===== src/rtl/pwm_guard_pkg.sv =====
package pwm_guard_pkg;

  typedef struct packed {
    logic ovl;
    logic dead;
    logic width;
    logic rate;
  } viol_t;

  function automatic int max4(input int a, input int b, input int c, input int d);
    int m;
    m = a;
    if (b > m) m = b;
    if (c > m) m = c;
    if (d > m) m = d;
    return m;
  endfunction

endpackage


===== src/rtl/pwm_guard_chan.sv =====
module pwm_guard_chan
  import pwm_guard_pkg::*;
#(
  parameter int CW      = 8,
  parameter int MIN_ON  = 4,
  parameter int MIN_OFF = 4,
  parameter int DEAD    = 4,
  parameter int PERIOD  = 16
) (
  input  logic  clk,
  input  logic  rst_n,
  input  logic  cmd,
  input  logic  peer_cmd,
  input  logic  peer_idle,
  output logic  gate,
  output logic  idle,
  output viol_t viol
);
  localparam logic [CW-1:0] CMAX    = '1;
  localparam logic [CW-1:0] ON_L    = CW'(MIN_ON);
  localparam logic [CW-1:0] OFF_L   = CW'(MIN_OFF);
  localparam logic [CW-1:0] DEAD_L  = CW'(DEAD);
  localparam logic [CW-1:0] RATE_L  = CW'(PERIOD - 1);
  localparam logic [CW-1:0] ONE     = CW'(1);

  logic          prev_q, gate_q, lock_q, gap_ok_q;
  logic [CW-1:0] run_q, on_age_q, off_age_q;
  logic          gate_d, lock_d, gap_ok_d;
  logic [CW-1:0] run_d, on_age_d, off_age_d;

  logic ovl, rise, fall, gap_now, decide, rate_ok, accept, reject;

  function automatic logic [CW-1:0] sat_inc(input logic [CW-1:0] v);
    return (v == CMAX) ? v : v + ONE;
  endfunction

  always_comb begin
    ovl     = cmd & peer_cmd;
    rise    = cmd & ~prev_q;
    fall    = ~cmd & prev_q;
    run_d   = (cmd == prev_q) ? sat_inc(run_q) : ONE;
    gap_now = rise ? (run_q >= OFF_L) : gap_ok_q;
    rate_ok = on_age_q >= RATE_L;
    decide  = cmd & ~gate_q & ~lock_q & ~ovl & (run_d == ON_L);
    accept  = decide & gap_now & peer_idle & rate_ok;
    reject  = decide & ~accept;

    gate_d    = cmd & ~ovl & (gate_q | accept);
    lock_d    = cmd & (lock_q | ovl | reject);
    gap_ok_d  = gap_now;
    on_age_d  = (gate_d & ~gate_q) ? '0 : sat_inc(on_age_q);
    off_age_d = gate_d ? '0 : sat_inc(off_age_q);

    viol.ovl   = ovl;
    viol.dead  = reject & ~peer_idle;
    viol.width = (reject & ~gap_now) | (fall & ~gate_q & ~lock_q);
    viol.rate  = reject & ~rate_ok;
  end

  always_ff @(posedge clk or negedge rst_n) begin
    if (!rst_n) begin
      prev_q    <= 1'b0;
      gate_q    <= 1'b0;
      lock_q    <= 1'b0;
      gap_ok_q  <= 1'b1;
      run_q     <= CMAX;
      on_age_q  <= CMAX;
      off_age_q <= CMAX;
    end else begin
      prev_q    <= cmd;
      gate_q    <= gate_d;
      lock_q    <= lock_d;
      gap_ok_q  <= gap_ok_d;
      run_q     <= run_d;
      on_age_q  <= on_age_d;
      off_age_q <= off_age_d;
    end
  end

  assign gate = gate_q;
  assign idle = off_age_q >= DEAD_L;

endmodule


===== src/rtl/pwm_guard_flags.sv =====
module pwm_guard_flags #(
  parameter int W = 4
) (
  input  logic         clk,
  input  logic         rst_n,
  input  logic         clr,
  input  logic [W-1:0] set,
  output logic [W-1:0] flags
);
  logic [W-1:0] flags_q, flags_d;

  always_comb begin
    flags_d = (flags_q & {W{~clr}}) | set;
  end

  always_ff @(posedge clk or negedge rst_n) begin
    if (!rst_n) flags_q <= '0;
    else        flags_q <= flags_d;
  end

  assign flags = flags_q;

endmodule


===== src/rtl/pwm_guard.sv =====
module pwm_guard
  import pwm_guard_pkg::*;
#(
  parameter int NPH         = 3,
  parameter int DEAD_CYC    = 250,
  parameter int MIN_ON_CYC  = 300,
  parameter int MIN_OFF_CYC = 300,
  parameter int PERIOD_CYC  = 12500
) (
  input  logic           clk,
  input  logic           rst_n,
  input  logic           clr,
  input  logic [NPH-1:0] cmd_hi,
  input  logic [NPH-1:0] cmd_lo,
  output logic [NPH-1:0] gate_hi,
  output logic [NPH-1:0] gate_lo,
  output logic [NPH-1:0] err_ovl,
  output logic [NPH-1:0] err_dead,
  output logic [NPH-1:0] err_width,
  output logic [NPH-1:0] err_rate
);
  localparam int MAXL = max4(DEAD_CYC, MIN_ON_CYC, MIN_OFF_CYC, PERIOD_CYC);
  localparam int CW   = $clog2(MAXL + 1);
  localparam int FW   = 4 * NPH;

  logic [NPH-1:0] idle_hi, idle_lo;
  logic [NPH-1:0] s_ovl, s_dead, s_width, s_rate;
  viol_t          v_hi [NPH];
  viol_t          v_lo [NPH];
  logic [FW-1:0]  flag_vec;

  for (genvar p = 0; p < NPH; p++) begin : g_phase
    pwm_guard_chan #(
      .CW(CW), .MIN_ON(MIN_ON_CYC), .MIN_OFF(MIN_OFF_CYC),
      .DEAD(DEAD_CYC), .PERIOD(PERIOD_CYC)
    ) u_hi (
      .clk(clk), .rst_n(rst_n), .cmd(cmd_hi[p]), .peer_cmd(cmd_lo[p]),
      .peer_idle(idle_lo[p]), .gate(gate_hi[p]), .idle(idle_hi[p]), .viol(v_hi[p])
    );
    pwm_guard_chan #(
      .CW(CW), .MIN_ON(MIN_ON_CYC), .MIN_OFF(MIN_OFF_CYC),
      .DEAD(DEAD_CYC), .PERIOD(PERIOD_CYC)
    ) u_lo (
      .clk(clk), .rst_n(rst_n), .cmd(cmd_lo[p]), .peer_cmd(cmd_hi[p]),
      .peer_idle(idle_hi[p]), .gate(gate_lo[p]), .idle(idle_lo[p]), .viol(v_lo[p])
    );
    assign s_ovl[p]   = v_hi[p].ovl   | v_lo[p].ovl;
    assign s_dead[p]  = v_hi[p].dead  | v_lo[p].dead;
    assign s_width[p] = v_hi[p].width | v_lo[p].width;
    assign s_rate[p]  = v_hi[p].rate  | v_lo[p].rate;
  end

  pwm_guard_flags #(.W(FW)) u_flags (
    .clk(clk), .rst_n(rst_n), .clr(clr),
    .set({s_rate, s_width, s_dead, s_ovl}),
    .flags(flag_vec)
  );

  assign err_ovl   = flag_vec[NPH-1:0];
  assign err_dead  = flag_vec[2*NPH-1:NPH];
  assign err_width = flag_vec[3*NPH-1:2*NPH];
  assign err_rate  = flag_vec[4*NPH-1:3*NPH];

endmodule


===== config.mk =====
export PLATFORM = sky130hd
export DESIGN_NAME = pwm_guard
export DESIGN_NICKNAME = d
export VERILOG_FILES = /design/src/rtl/pwm_guard_pkg.sv /design/src/rtl/pwm_guard_chan.sv /design/src/rtl/pwm_guard_flags.sv /design/src/rtl/pwm_guard.sv
export SDC_FILE = /design/constraint.sdc
export NUM_CORES = 1
export LEC_CHECK = 0
export ABC_AREA = 1
export BUFFER_PORTS_ARGS = -buffer_cell sky130_fd_sc_hd__buf_4
export CAP_MARGIN = 5
export CORE_AREA = 10 10 228 143
export CTS_BUF_LIST = sky130_fd_sc_hd__clkbuf_8
export CTS_CLUSTER_DIAMETER = 80
export DETAILED_ROUTE_END_ITERATION = 10
export DIE_AREA = 0 0 238 153
export PLACE_DENSITY = 0.89
export SLEW_MARGIN = 20
export SYNTH_ARGS = -nofsm -noshare
export SYNTH_HDL_FRONTEND = slang
export SYNTH_SLANG_ARGS = --single-unit

===== constraint.sdc =====
create_clock -name clk -period 5.8 [get_ports clk]
set_clock_uncertainty 0.1 [all_clocks]
set_input_delay 0.58 -clock clk [delete_from_list [all_inputs] [get_ports clk]]
set_output_delay 0.58 -clock clk [all_outputs]
set_load 0.03 [all_outputs]

======== After elaboration in Yosys (flattened, before gate mapping) ========
Cells that the tools add are included.
cells by class
  muxes and demuxes ....................... 42
  order comparisons ....................... 18
  equal/unequal tests ..................... 42
  $add $sub $neg .......................... 18
  bitwise operators ....................... 204
operators by type and width
  operator               count
  $mux 14                36
  $add 14x1->14 const B  18
  $eq 14x14->1 const B   18
  $and 1x1->1            117
  $eq 14x9->1 const B    6
  $ge 14x14->1 const B   6
  $ge 14x8->1 const B    6
  $ge 14x9->1 const B    6
  $not 1->1              52
  $or 1x1->1             33
  $ne 2x1->1 const B     12
  $and 12x12->12         1
  $or 12x12->12          1
  $eq 1x1->1             6
  $mux 1                 6
storage, ports and cells
  input port bits ......................... 9
  output and inout port bits .............. 18
  register bits ........................... 288
  logic and storage cells ................. 367

======== Depth between registers and ports, before layout ========
Gate-level depths: netlist (run 1).
  depth after elaboration ................. 14
  depth in mapped cells ................... 16
  mapped depth without buffers ............ 15

======== Cells and area by module ========
A second synthesis (run 1) with hierarchy kept.
second synthesis, totals
  cell total of the unflattened synthesis .. 2,390
  area total of the unflattened synthesis .. 18,362.6 um^2
modules (own cells, without submodules)
  module                                area each (um^2)  sequential area each (um^2)  cells each  times used
  pwm_guard_chan (g_phase[0].u_hi ...)  2,959.1           1,204.9                      386         5
  pwm_guard_chan (g_phase[2].u_hi)      2,979.1           1,204.9                      374         1
  pwm_guard_flags                       452.9             300.3                        50          1
  pwm_guard                             135.1             0.0                          36          1

======== Worst setup path after synthesis (run 1) ========
No wires, ideal clock.
  kind .................................... input-to-reg
  from .................................... input cmd_hi[0]
  to ...................................... register g_phase[0].u_hi.on_age_q[10]
  arrival ................................. 2.113 ns
  setup time .............................. 0.096 ns
  cell stages on the path ................. 10
  required time ........................... 5.604 ns
  path slack .............................. 3.490 ns
  path buffers ............................ 2
  path through ............................ inv_1 ha_1 buf_1 nand2_1 nor2_2 nand3_1 nand3b_1 nor2_4 buf_6 a21oi_2
on the way
  longest elaborated chain between the ends .. 11
  elaborated cells between the ends (all ways) .. 20
  those cells by class .................... eq/ne (3); mux (3); bitwise (14)
ends and longest elaborated chain
  item                                                           RTL line              text
  start: declaration                                             pwm_guard.sv:13       input logic [NPH-1:0] cmd_hi,
  $eq 1x1->1 (tied with other cells)                             pwm_guard_chan.sv:41  run_d = (cmd == prev_q) ? sat_inc(run_q) : ONE;
  $mux 14 (tied with other cells)                                pwm_guard_chan.sv:41
  $eq 14x9->1 / $and 1x1->1 (equally long branches)              pwm_guard_chan.sv:44  decide = cmd & ~gate_q & ~lock_q & ~ovl & (run_d == ON_L);
  $and 1x1->1                                                    pwm_guard_chan.sv:44
  $and 1x1->1 (3 in series)                                      pwm_guard_chan.sv:45  accept = decide & gap_now & peer_idle & rate_ok;
  $or 1x1->1                                                     pwm_guard_chan.sv:48  gate_d = cmd & ~ovl & (gate_q | accept);
  $and 1x1->1 (*)                                                pwm_guard_chan.sv:48
  $and 1x1->1 (*)                                                pwm_guard_chan.sv:51  on_age_d = (gate_d & ~gate_q) ? '0 : sat_inc(on_age_q);
  $ne 2x1->1 (no source line) / $mux 14 (equally long branches)  n/a
  end signal: assignment                                         pwm_guard_chan.sv:75  on_age_q <= on_age_d;
  end: declaration                                               pwm_guard_chan.sv:27  logic [CW-1:0] run_q, on_age_q, off_age_q;
Every way passes the cells marked *; elsewhere a longest branch is shown, timed or not.
A chain may end at the register's enable or synchronous reset.

======== Final worst setup path (run 1) ========
  from .................................... register g_phase[0].u_hi.run_q[0]
  to ...................................... register g_phase[0].u_hi.on_age_q[13]
on the way
  longest elaborated chain between the ends .. 12
  elaborated cells between the ends (all ways) .. 16
  those cells by class .................... add/sub (1); order compare (1); eq/ne (3); mux (4); bitwise (7)
ends and longest elaborated chain
  item                                                           RTL line              text
  start: declaration                                             pwm_guard_chan.sv:27
  start signal: assignment                                       pwm_guard_chan.sv:74  run_q <= run_d;
  $add 14x1->14 / $eq 14x14->1 (equally long branches)           pwm_guard_chan.sv:34  return (v == CMAX) ? v : v + ONE;
  $mux 14                                                        pwm_guard_chan.sv:34
  $mux 14                                                        pwm_guard_chan.sv:41
  $eq 14x9->1                                                    pwm_guard_chan.sv:44
  $and 1x1->1                                                    pwm_guard_chan.sv:44
  $and 1x1->1 (*) (3 in series)                                  pwm_guard_chan.sv:45
  $or 1x1->1 (*)                                                 pwm_guard_chan.sv:48
  $and 1x1->1 (*)                                                pwm_guard_chan.sv:48
  $and 1x1->1 (*)                                                pwm_guard_chan.sv:51
  $ne 2x1->1 (no source line) / $mux 14 (equally long branches)  n/a
Marked as above.

==> out/qor.yml, run 1 <==
cells_and_area:
  postLayoutCoreUtil_pct: 69.0
  nNetsFinal: 2462
  final_common_cell: "nand2_1"
  multi_input_area_mm2: 0.00873
  area_growth_pct: 7.63
  final_cell_mix: "nand2_1, inv_1, dfstp_2"
  drive_gt1_share_pct: 23.3
  regArea_mm2: 0.00753
  fillCellCount: 2170
  fin_cells: 2823
  stdcell_area_mm2: 0.0196
  antenna_cells: 0
die:
  initial_core_util_pct: 64.1
  die_h_um: 153
  rows: 48
  core-area_mm2: 0.0284
  io_pins: 27
  dieArea_mm2: 0.0364
  die_w_um: 238
global_routing:
  grt_max_degree: 134
  grt_pass1_vias: 15097
  antenna_found_initial: 0
  grt_usage_pct: 22.5
  grt.overflow.total: 0
  grt_pass1_wl_um: 70700
status:
  outcome: "finished with violations"
  violations: "negative hold slack"
power:
  p_leak_nw: 9.56
  p_int_mw: 4.06
  power_frac_seq_pct: 49.0
  pwr-share-comb_pct: 20.9
  p_switching_mw: 1.96
  switching_share_pct: 32.6
  ir_worst_vdd_uv: 171
  p_total_mw: 6.02
  p_clk_share_pct: 30.1
  p_per_area_mw_per_mm2: 307
cts:
  cts_hold_buf: 0
  cts_root_buf: "clkbuf_8"
  clk_latency_ns: 0.58
  cts-resized-gates: 0
  clkSinkCount: 288
  cts-htree-levels: 2
  cts_buffers: 45
  cts_tree: "built"
  cts_setup_buffers: 0
  cts_buffer_depth: 3
  path_clk_slew_ns: 0.07
setup_path:
  critPathArrivalTime_ns: 3.27
  endpoint_kind: "flip-flop"
  cp_max_fo: 17
  worstSetupStartpointType: "flip-flop"
  cp_data_required_time_ns: 6.17
  crit_type: "reg2reg"
timing:
  report.final.slew_viol_count: 0
  fin_ws_ns: 2.90
  hold_viol_final: 1
  setup_viol: 0
  slew_headroom_pct: 34.8
  rsz0062_at_grt: "no"
  period_minus_slack_ns: 2.90
  finalCritPeriodShare_pct: 50.0
  clock.fmax_ghz: 0.345
  setup-tns-final_ns: 0
  tightestPinTransition_ns: 0.978
  timing.hold.ws_ns: -0.00385
route:
  drc: 0
  drt_wl_total_um: 41300
  vias: 15634
  wl_per_cell_um: 14.6
  ant_nets: 0
  dr.pass1.iters: 9
  via_per_inst: 5.54
  first_iter_violations: 1446
synthesis:
  synth-edff-count: 0
  synthCells: 2366
  synthFlopType: "dfstp_2"
  yosysUniqueCellTypes: 60
  ys.warnings.count: 0
  avgSynthCellArea_um2: 7.69
  synth_area_leaders: "dfstp_2, nand2_1, inv_1, nand3_1, nor2_1"
  syn_area_mm2: 0.0182
  netlist.top_cell.by_area: "dfstp_2"
  netlist.area_leader.share_pct: 37.2
  ys_seq_elements: 288
  seq_area_frac_synth_pct: 41.4
  syn_nets: 2417
  synth-async-reset-ratio_pct: 100
placement:
  place_inst: 2739
  dp_hpwl_um: 29700
  io_buffers: 26
  gp_congestion: 0.955
  placed_cell_area_mm2: 0.0186
  dp_slack_ns: 2.92
flow_run:
  cap_violations: 0
hold_path:
  min_path_type: "in2async"
[flip-flops by register name, summed over array words and instances, names as in the netlist, 12 cells and up]
register,flops
g_phase.u_lo.off_age_q,42
u_flags.flags,12
g_phase.u_lo.on_age_q,42
g_phase.u_lo.run_q,42
g_phase.u_hi.run_q,42
g_phase.u_hi.off_age_q,42
g_phase.u_hi.on_age_q,42
[cell usage after synthesis (all sizes together) (8+ instances only)]
cell type  count
o21ai         89
a21oi        139
nor2         289
clkbuf         9
o211ai        17
or2           16
nand4         69
nand3        205
nor3          45
ha            42
xnor2         20
xor2          62
dfrtp         30
nor4          19
o21bai         8
inv          433
buf           27
nand2        537
dfstp        258
[routing by layer]
layer / wire, um / global-route usage [%] / up-vias
met3: 3270 / 4.97 / 70
met2: 18200 / 34.4 / 594
met1: 19200 / 31.7 / 7352
met5: 0 / 0 / -
met4: 695 / 5.44 / 0
li1: - / - / 7618
[cells by family after synthesis]
kind of cell               share of synthesized area [%]
AOI/OAI and AO/OA                                   10.2
xor gates and xnor gates                            3.95
adders and majority gates                           2.89
buffers and inverters                               10.7
DFF                                                 41.4
muxes                                              0.227
and+or+nand+nor                                     30.7
[cell type report]
cell class                 instances  area share [%]
timing repair buffer              34            1.34
inverter                         434            8.32
clock inverter                    23           0.664
tap                              375            2.39
sequential                       288            38.4
clock buffer                      61            4.29
multi-input combinational       1608            44.6
[critical path: stages (launching register included)]
cell,delay (ns)
dfstp_2,0.57
ha_1,0.24
nand3_2,0.15
nor2_2,0.18
nand2_2,0.21
inv_1,0.16
nor2_1,0.07
nor2_2,0.10
nand3_1,0.13
nand3b_1,0.22
nor2_4,0.48
a21boi_0,0.18
[power groups by stage]
stage	clock, mW	combinational [mW]	sequential, mW
after floorplan	0	0.970	2.87
after global routing	1.95	1.44	3.00
after global placement	0	1.16	2.93
final	1.81	1.26	2.95
after CTS	1.85	1.26	2.94
after detailed placement	0	1.24	2.96
[path summary, 6_finish.rpt]
path / startpoint / to / slack, ns / cells past startpoint
worst max-delay path: g_phase[0].u_hi.run_q[0]$_DFF_PN1_ / g_phase[0].u_hi.on_age_q[13]$_DFFE_PN1P_ / 2.90 / 11
worst min-delay path: rst_n / u_flags.flags[1]$_DFF_PN0_ / -0.004 / 1
worst max register to register: g_phase[0].u_hi.run_q[0]$_DFF_PN1_ / g_phase[0].u_hi.on_age_q[13]$_DFFE_PN1P_ / 2.90 / 11
worst min register to register: u_flags.flags[2]$_DFF_PN0_ / u_flags.flags[2]$_DFF_PN0_ / 0.37 / 2
max in group asynchronous: rst_n / g_phase[0].u_hi.run_q[5]$_DFF_PN1_ / 4.34 / 2
min in group clk: cmd_hi[0] / g_phase[0].u_hi.prev_q$_DFF_PN0_ / 0.06 / 1
Note: power is estimated with default switching activity, not from simulation.
==> inputs of run 2 (changes only) <==
- ABC_AREA: 1 -> 0
- CORE_AREA: 10 10 228 143 -> 10 10 226 142
- DIE_AREA: 0 0 238 153 -> 0 0 236 152
- PLACE_DENSITY: 0.89 -> 0.86
- clock period: 5.8 -> 2.54 ns (I/O delays scaled with it)
==> run 2 against run 1 <==
The flow finishes with violations (design-rule violations, max-capacitance violations, max-slew violations, negative setup slack). Clock-buffer cell count decreased by 3. Critical path type unchanged. Clock power grew to 2.5 times the previous value. Combinational power grew to 2.6 times the previous value. Sequential cell count unchanged. Global-route usage grew 4.7 points. Die area shrank 1.5%. Utilization up 11 points. Highest routed layer is now met5. Critical path depth is 1 higher.
==> out/qor.yml, run 2 <==
cts:
  cts-htree-levels: 2  # unchanged
  clkSinkCount: 288  # unchanged
  cts_buffer_depth: 3  # unchanged
  path_clk_slew_ns: 0.08  # about the same
  cts_tree: "built"
  clk_latency_ns: 0.62  # +0.04 ns
  cts_root_buf: "clkbuf_8"
  cts_buffers: 46  # +2.2%
route:
  vias: 18033  # +15%
  first_iter_violations: 3296  # +130%
  ant_nets: 0  # unchanged
  dr.pass1.iters: 11  # +2
  via_per_inst: 7.27  # +31%
  drc: 3  # +3
  drt_wl_total_um: 66800  # +62%
  wl_per_cell_um: 26.9  # +84%
global_routing:
  grt_pass1_vias: 16102  # +6.7%
  grt_pass1_wl_um: 83000  # +17%
  grt.overflow.total: 0  # unchanged
  antenna_found_initial: 2  # +2
  grt_max_degree: 88  # -34%
  grt_usage_pct: 27.2  # +4.7 points
setup_path:
  worstSetupStartpointType: "flip-flop"
  slowest_delay_ns: 0.58  # about the same
  crit_type: "reg2reg"
  rr_endpoint: "g_phase[2].u_hi.off_age_q[4]$_DFFE_PN1P_"
  endpoint_kind: "flip-flop"
  startpoint: "g_phase[2].u_hi.run_q[0]$_DFF_PN1_"
  cp_max_fo: 5  # -12
  path_cells: "ha_4, buf_6, buf_12, nand2_1, nor2_1, a211oi_2, or4_4, nor4_4, buf_6, buf_12, buf_12, nor3_4"
  r2r_slack_ns: -0.78  # -3.68 ns
  critPathArrivalTime_ns: 3.74  # +0.47 ns
  ff2ff_path_depth: 12  # +1
  crit_slowest_cell: "dfstp_2"
  cp_data_required_time_ns: 2.96  # -3.21 ns
  r2r-start: "g_phase[2].u_hi.run_q[0]$_DFF_PN1_"
  cp_common_cell: "buf_12"
synthesis:
  synthFlopType: "dfstp_2"
  synth-async-reset-ratio_pct: 100  # unchanged
  ys.warnings.count: 0  # unchanged
  syn_area_mm2: 0.0163  # -10%
  seq_area_frac_synth_pct: 46.1  # +4.7 points
  yosys-top-cells-count: "dfstp_2, nor2_1, nor3_1"
  synth.most_common_cell: "dfstp_2"
  netlist.top_cell.by_area: "dfstp_2"
  syn_nets: 1780  # -26%
  synth-edff-count: 0  # unchanged
  ys_seq_elements: 288  # unchanged
  yosysUniqueCellTypes: 83  # +38%
  avgSynthCellArea_um2: 9.45  # +23%
  netlist.area_leader.share_pct: 41.5  # +4.3 points
  synthCells: 1729  # -27%
  synth_area_leaders: "dfstp_2, nor2_1, dfrtp_1, xor2_1, nor3_1"
die:
  die_w_um: 236  # -0.84%
  initial_core_util_pct: 58.0  # -6.1 points
  die_h_um: 152  # -0.65%
  core-area_mm2: 0.0282  # -0.85%
  rows: 48  # unchanged
  io_pins: 27  # unchanged
  dieArea_mm2: 0.0359  # -1.5%
timing:
  fin_ws_ns: -0.779  # -3.68 ns
  report.final.slew_viol_count: 14  # +14
  rsz0062_at_grt: "yes"
  setup-tns-final_ns: -63.92  # -63.92 ns
  hold_viol_final: 0  # -1
  setup_viol: 187  # +187
  clock.fmax_ghz: 0.301  # -13%
  period_minus_slack_ns: 3.32  # +0.418 ns
  finalCritPeriodShare_pct: 131  # +81 points
  slew_headroom_pct: -0.350  # -35 points
  tightestPinTransition_ns: 1.51  # +0.527 ns
cells_and_area:
  postLayoutCoreUtil_pct: 79.6  # +11 points
  fin_cells: 2480  # -12%
  drive_gt1_share_pct: 44.3  # +21 points
  final_cell_mix: "buf_4, dfstp_2, nor2_1"
  final_common_cell: "buf_4"
  nNetsFinal: 2118  # -14%
  area_growth_pct: 37.3
  fillCellCount: 1346  # -38%
hold_path:
  hold_depth: 6
  hold_path_end: "u_flags.flags[8]$_DFF_PN0_"
  min_path_type: "in2reg"
  hp-start: "cmd_hi[2]"
power:
  p_clk_share_pct: 32.6  # +2.5 points
  p_total_mw: 14.0  # +130%
  switching_share_pct: 33.8  # +1.2 points
  p_per_area_mw_per_mm2: 627  # +100%
  pwr-share-comb_pct: 23.3  # +2.4 points
  power_frac_seq_pct: 44.1  # -4.9 points
  p_switching_mw: 4.75  # +140%
  p_int_mw: 9.30  # +130%
  ir_worst_vdd_uv: 520  # +210%
  p_leak_nw: 9.30  # -2.7%
status:
  outcome: "finished with violations"
  violations: "design-rule violations, max-capacitance violations, max-slew violations, negative setup slack"
placement:
  dp_hpwl_um: 30800  # +3.8%
  io_buffers: 26  # unchanged
  gp_congestion: 0.944  # -1.2%
  place_inst: 2324  # -15%
flow_run:
  cap_violations: 1  # +1
run 2: cell count changes after synthesis, moves of 52 or more:
cell	change
nor3_1	+87
nand2_1	-391
nand3_1	-97
inv_1	-347
and3_1	+52
a21oi_2	-72
run 2: critical path: cells and delay by family (launching register included):
family          cells  cell delay (ns)
compound gates      1             0.21
fa+ha+maj           1             0.16
buf+inv             5             0.75
flops               1             0.58
simple gates        5             1.42
run 2: timing repair:
action,4_1_cts,5_1_grt
resized for setup,118,217
setup endpoints to repair,184,189
pin swaps,38,109
buffers inserted,32,22
hold endpoints to repair,60,0
gates cloned,8,5
hold buffers,8,0
run 2: kinds of logic (layout without fill, tap and decap cells):
logic type / after synthesis / count (layout) / synth area share [%]
and+or+nand+nor: 862 / 863 / 27.6
DFF: 288 / 288 / 46.1
AOI/OAI and AO/OA: 237 / 237 / 10.3
xor gates and xnor gates: 139 / 139 / 7.45
buffers and inverters: 130 / 504 / 3.49
adders and majority gates: 42 / 42 / 3.22
muxes: 31 / 31 / 1.91
other: 0 / 1 / 0
run 2: how the worst max path moves through the flow:
stage                                                endpoint  slack [ns]  cells after the start
floorplan             g_phase[0].u_lo.on_age_q[8]$_DFFE_PN1P_       -0.29                     10
global placement               g_phase[0].u_lo.gate$_DFF_PN0_       -0.21                     10
detailed placement  g_phase[0].u_lo.off_age_q[13]$_DFFE_PN1P_       -0.32                     10
CTS                            g_phase[0].u_lo.gate$_DFF_PN0_       -0.29                     11
global route        g_phase[2].u_hi.off_age_q[13]$_DFFE_PN1P_       -0.79                     12
finish               g_phase[2].u_hi.off_age_q[4]$_DFFE_PN1P_       -0.78                     12
run 2: cell type report:
cell class / count / area (um^2) / area share, %
Antenna cell: 1 / 2.50 / 0.0112
Clock buffer: 58 / 798 / 3.56
Clock inverter: 27 / 209 / 0.932
Inverter: 67 / 255 / 1.14
Multi-Input combinational cell: 1312 / 10000 / 44.7
Sequential cell: 288 / 7530 / 33.6
Tap cell: 375 / 469 / 2.09
Timing Repair Buffer: 352 / 3140 / 14.0
run 2: power by group through the flow:
stage	clock network [mW]	logic, mW	registers [mW]
after global placement	0	2.16	6.05
after detailed placement	0	2.29	6.10
after global routing	4.76	3.43	6.22
after CTS	4.39	2.48	6.06
final	4.59	3.27	6.19
after floorplan	0	1.50	5.99
run 2: per-layer routing:
metal | global-route usage, % | part of all wire (%) | vias up
met2 | 42.0 | 44 | 1950
li1 | - | - | 6983
met1 | 36.0 | 35 | 8443
met4 | 11.1 | 7.7 | 2
met5 | 0 | 0.019 | -
met3 | 6.48 | 14 | 655
run 2: metrics by stage:
step	hold slack, ns	setup WS (ns)	cell area, um^2
2_1_floorplan	-0.142	-0.290	16800
3_3_place_gp	0.218	-0.210	19100
3_5_place_dp	0.223	-0.319	19100
4_1_cts	0.0834	-0.289	21200
5_1_grt	0.129	-0.787	22400
6_report	0.155	-0.779	22400
